$ cat src/rtl/cfg_serial_rx.sv
module cfg_serial_rx #(
  parameter int              NREG        = 8,
  parameter int              HDR         = 2,
  parameter int              NCLK        = 8,
  parameter logic [7:0]      DEV_ADDR    = 8'hD2,
  parameter logic [NREG*8-1:0] DEFAULT_CFG = 'hFF00
) (
  input  logic              clk,
  input  logic              rst_n,
  input  logic              scl_in,
  input  logic              sda_in,
  output logic              ack_drive,
  output logic [NREG*8-1:0] cfg_regs,
  output logic [NCLK-1:0]   clk_run,
  output logic [NCLK-1:0]   clk_oe,
  output logic [3:0]        freq_sel,
  output logic              spread_en
);
  localparam int DAT0  = 1 + HDR;
  localparam int FRAME = DAT0 + NREG;
  localparam int BCW   = $clog2(FRAME + 1);

  logic [1:0] scl_sy, sda_sy;
  logic       scl_d, sda_d;
  logic       active;
  logic [3:0] bitcnt;
  logic [BCW-1:0] bytecnt;
  logic [7:0] shift;
  logic [7:0] regs_q [NREG];

  wire scl_s    = scl_sy[1];
  wire sda_s    = sda_sy[1];
  wire scl_rise = scl_s & ~scl_d;
  wire scl_fall = ~scl_s & scl_d;
  wire start    = scl_s & scl_d & sda_d & ~sda_s;
  wire stop     = scl_s & scl_d & ~sda_d & sda_s;
  wire [7:0] nxt = {shift[6:0], sda_s};
  wire byte_done = active & scl_rise & (bitcnt == 4'd7);

  always_ff @(posedge clk or negedge rst_n) begin
    if (!rst_n) begin
      scl_sy <= 2'b11;
      sda_sy <= 2'b11;
      scl_d  <= 1'b1;
      sda_d  <= 1'b1;
    end else begin
      scl_sy <= {scl_sy[0], scl_in};
      sda_sy <= {sda_sy[0], sda_in};
      scl_d  <= scl_s;
      sda_d  <= sda_s;
    end
  end

  always_ff @(posedge clk or negedge rst_n) begin
    if (!rst_n) begin
      active    <= 1'b0;
      bitcnt    <= '0;
      bytecnt   <= '0;
      shift     <= '0;
      ack_drive <= 1'b0;
    end else if (start) begin
      active    <= 1'b1;
      bitcnt    <= '0;
      bytecnt   <= '0;
      ack_drive <= 1'b0;
    end else if (stop) begin
      active    <= 1'b0;
      bitcnt    <= '0;
      bytecnt   <= '0;
      ack_drive <= 1'b0;
    end else if (active) begin
      if (scl_rise) begin
        if (bitcnt == 4'd8) begin
          bitcnt <= '0;
          if (bytecnt != BCW'(FRAME)) bytecnt <= bytecnt + 1'b1;
        end else begin
          shift  <= nxt;
          bitcnt <= bitcnt + 1'b1;
          if (bitcnt == 4'd7 && bytecnt == '0 && nxt != DEV_ADDR) active <= 1'b0;
        end
      end
      if (scl_fall) ack_drive <= (bitcnt == 4'd8);
    end else begin
      ack_drive <= 1'b0;
    end
  end

  for (genvar g = 0; g < NREG; g++) begin : g_reg
    always_ff @(posedge clk or negedge rst_n) begin
      if (!rst_n)
        regs_q[g] <= DEFAULT_CFG[8*g +: 8];
      else if (byte_done && bytecnt == BCW'(DAT0 + g))
        regs_q[g] <= nxt;
    end
    assign cfg_regs[8*g +: 8] = regs_q[g];
  end

  assign clk_run   = regs_q[1][NCLK-1:0];
  assign clk_oe    = {NCLK{~regs_q[0][5]}};
  assign freq_sel  = regs_q[0][3:0];
  assign spread_en = regs_q[0][4];


  idle_hold_chk: assert property (@(posedge clk) disable iff (!rst_n)
    !active |=> $stable(cfg_regs));


  write_edge_chk: assert property (@(posedge clk) disable iff (!rst_n)
    !scl_rise |=> $stable(cfg_regs));


  ack_low_phase_chk: assert property (@(posedge clk) disable iff (!rst_n)
    $rose(ack_drive) |-> !scl_s);


  ack_hold_high_chk: assert property (@(posedge clk) disable iff (!rst_n)
    (scl_s && scl_d && !start && !stop) |=> $stable(ack_drive) || !scl_s);


  count_cap_chk: assert property (@(posedge clk) disable iff (!rst_n)
    (bytecnt <= BCW'(FRAME)) && (bitcnt <= 4'd8));
endmodule

$ cat config.mk
export PLATFORM = sky130hd
export DESIGN_NAME = cfg_serial_rx
export DESIGN_NICKNAME = d
export VERILOG_FILES = /design/src/rtl/cfg_serial_rx.sv
export SDC_FILE = /design/constraint.sdc
export NUM_CORES = 1
export LEC_CHECK = 0
export ABC_AREA = 1
export BUFFER_PORTS_ARGS = -buffer_cell sky130_fd_sc_hd__buf_2
export CAP_MARGIN = 30
export CELL_PAD_IN_SITES_DETAIL_PLACEMENT = 0
export CELL_PAD_IN_SITES_GLOBAL_PLACEMENT = 1
export CORE_MARGIN = 1
export CORE_UTILIZATION = 44
export CTS_CLUSTER_DIAMETER = 100
export DETAILED_ROUTE_END_ITERATION = 8
export PLACE_DENSITY_LB_ADDON = 0.15
export SLEW_MARGIN = 20
export SYNTH_ARGS = -nofsm -noshare
export SYNTH_HDL_FRONTEND = slang
export SYNTH_SLANG_ARGS = --single-unit
$ cat constraint.sdc
create_clock -name clk -period 4.2 [get_ports clk]
set_clock_uncertainty 0.05 [all_clocks]
set_input_delay 0.21 -clock clk [delete_from_list [all_inputs] [get_ports clk]]
set_output_delay 0.21 -clock clk [all_outputs]
set_load 0.01 [all_outputs]
==> metrics <==
status completed; startpoint class of the critical path flop; Post-Synth XOR/XNOR Area less than 1%; R2R cell count 8; Setup Buffers After CTS 0; hold path start sda_sy[0]; antenna cells 0; reg2reg end shift[0]; First-pass DRT Iterations 4; starting density of the core between 40% and 50%; setup TNS 0 ns; largest net degree at the start of global routing 50; CP arrival 2.21 ns; placed wire-length estimate 5532 um; post-synthesis sequential area ratio 57.98%; min Tclk post-route 2.025 ns; Max-cap violations 0; Resized Gates After CTS 0; TritonCTS clock tree done; GP Congestion 0.8550; adder-cell area share of the yosys netlist 1.983%; post-synthesis cell count 381; final worst setup slack 2.175 ns; slew of the pin with the lowest slew margin 0.6168 ns; Post-Syn Area around 3800 um2; layout cell share with drive strength beyond 1 31.74%; Hold Path Sink sda_sy[1]; Max Clock Freq 493.8 MHz; Filler cells 796; placement row count 33; overall die area between 8000 and 9000 um2; CTS buffer count 9; Num Clock Sinks 87; via count 2752; placed cells 546; total nets after synthesis 391; IO Count 90; Leakage Power 2.274 nW; CP Capture Type flop; most frequent CP cell nand2_1; H-tree depth 3; RSZ-0062 raised after global routing no; Finished Layout Cells 565; number of antenna violations at the first check in global routing 0; Die H roughly 95 um; Final Hold Vio Count 0; Area Growth Syn to Fin 15.97%; number of port buffers 89; mux share of post-synthesis cell area 0%; post-synthesis simple-gate area fraction 19.87%; Reg-to-Reg Start sda_sy[1]; Antenna Nets Post-Route 0; vias per inst 4.871; maximum clock path buffer count 2; Clock Pin Slew Worst Setup and Hold Paths 0.07 ns; Max Slew Vio Count 0; Place WS 2.187 ns; Final setup viols 0; Wirelength per Cell roughly 15 um; DRC Markers 0; gr ovfl total 0; DR iter-0 viols 130; slowest stage delay, CP 0.39 ns; Max transition margin 58.88%; type of the tightest min-delay check reg2reg; NumNets Final between 400 and 500; CP Data Required Time 4.38 ns; Slowest-stage cell, CP inv_1; pwr dens 421.3 nW/um2; worst skew pair latency 0.34 ns; synth warn 0; CP Max Fanout 12; most common cell after layout, fill and taps aside nand2_1; Avg Cell Area, Syn 9.934 um2; first-pass GRT wire length 13010 um; largest family of logic cells by synthesized area simple AND/OR/NAND/NOR gates; utilization after layout 53.15%; post-synth cell types 22; Core Area slightly above 8000 um2; synthesized flop and latch total 87; CP Class reg2reg; CTS Root Buffer Type clkbuf_8; die width 94.75 um; worst setup path startpoint sda_sy[1]; complex-gate fraction of the synthesized area 10.45%; commonest non-fill, non-tap cells in the layout nand2_1, buf_2, dfrtp_1; CP Cell Sequence inv_1 -> nor2_1 -> nand2_1 -> inv_1 -> nor2_1 -> nand3_1 -> nand2_1 -> nand2_1; All-Layer GR Usage 19.80%; number of global-route vias before repair between 2000 and 2500; worst hold path depth 0; reg-to-reg slack, setup approximately 2.2 ns; fin crit share 48.21%; DRT Wirelength roughly 8000 um; worst vdd ir 291.7 uV
-- registers in the layout, indices dropped and copies added (netlist names) --
signal,count
cfg_regs,56
clk_run,8
shift,7
bitcnt,4
bytecnt,4
scl_sy,2
sda_sy,2
ack_drive,1
active,1
scl_d,1
sda_d,1
-- final cells by class --
class,count,area (um2),share of cell area [%]
tap,105,131.4,2.993
timing repair buffer,93,485.5,11.06
clock buffer,10,127.6,2.908
clock inverter,6,108.9,2.480
multi-input combinational,237,1240,28.25
sequential,87,2195,50.00
inverter,27,101.3,2.309
-- worst max-delay path, delay by kind of cell, from the launching register on --
family	cells	cell delay [ns]
and+or+nand+nor	6	1.04
DFF	1	0.38
buffers and inverters	2	0.46
-- through the flow --
| step | area (um2) | power, W | hold slack, ns |
|---|---|---|---|
| global placement | 4123 | 0.001182 | 0.2222 |
| finish | 4389 | 0.001849 | 0.3075 |
| detailed placement | 4123 | 0.001183 | 0.2215 |
| floorplan | 3785 | 0.001065 | -0.1356 |
| CTS | 4389 | 0.001876 | 0.3080 |
| global route | 4389 | 0.001937 | 0.3165 |
-- worst max path at each step --
stage / slack, ns / to / cells after the start
floorplan: 2.69 / cfg_regs[37] / 7
global placement: 2.31 / shift[3] / 8
detailed placement: 2.19 / shift[0] / 8
CTS: 2.17 / shift[0] / 8
global route: 1.90 / shift[2] / 8
finish: 2.18 / shift[0] / 8
-- per-layer routing --
layer	global-route usage, %	vias to the layer above	share of wire, %
met5	0	-	0
met4	7.071	0	1.2
met3	3.382	9	5.3
met2	30.10	78	45
met1	28.55	1304	48
li1	-	1361	-
-- where the power goes --
group / internal, W / switching, W / leakage [nW]
combinational: 0.0000446 / 0.000190 / 0.998
sequential: 0.000884 / 0.0000477 / 1.16
clock: 0.000396 / 0.000287 / 0.121
total: 0.00132 / 0.000525 / 2.27
-- synthesized netlist by cell type --
cell type | count | share of area [%]
nand2_1 | 106 | 11
dfrtp_1 | 73 | 48
o21ai_1 | 34 | 4.5
inv_1 | 27 | 2.7
buf_4 | 20 | 4.0
o21ai_0 | 19 | 2.5
nor2_1 | 18 | 1.8
nand3_1 | 16 | 2.1
dfstp_2 | 14 | 9.7
o21ai_2 | 14 | 3.2
buf_6 | 8 | 2.4
ha_1 | 6 | 2.0
nand3_2 | 6 | 1.6
nor3_1 | 5 | 0.66
nand3_4 | 4 | 1.9
nand4_1 | 3 | 0.50
nor2_2 | 2 | 0.33
xor2_1 | 2 | 0.46
buf_2 | 1 | 0.13
clkbuf_1 | 1 | 0.099
nor2_8 | 1 | 0.53
o211ai_1 | 1 | 0.20
-- logic make-up (layout without fill, tap and decap cells) --
group,after synthesis,in the layout
AND/OR/NAND/NOR,161,161
XOR/XNOR,2,2
buffers and inverters,57,136
AO/OA/AOI/OAI,68,68
adder cells (fa/ha/maj),6,6
flip-flops,87,87
-- what timing repair did --
item | in CTS | in global routing
hold buffers | 3 | 0
hold endpoints to repair | 38 | 0
endpoints found under the setup margin | 0 | 0
Power figures use the tool's default switching activity.
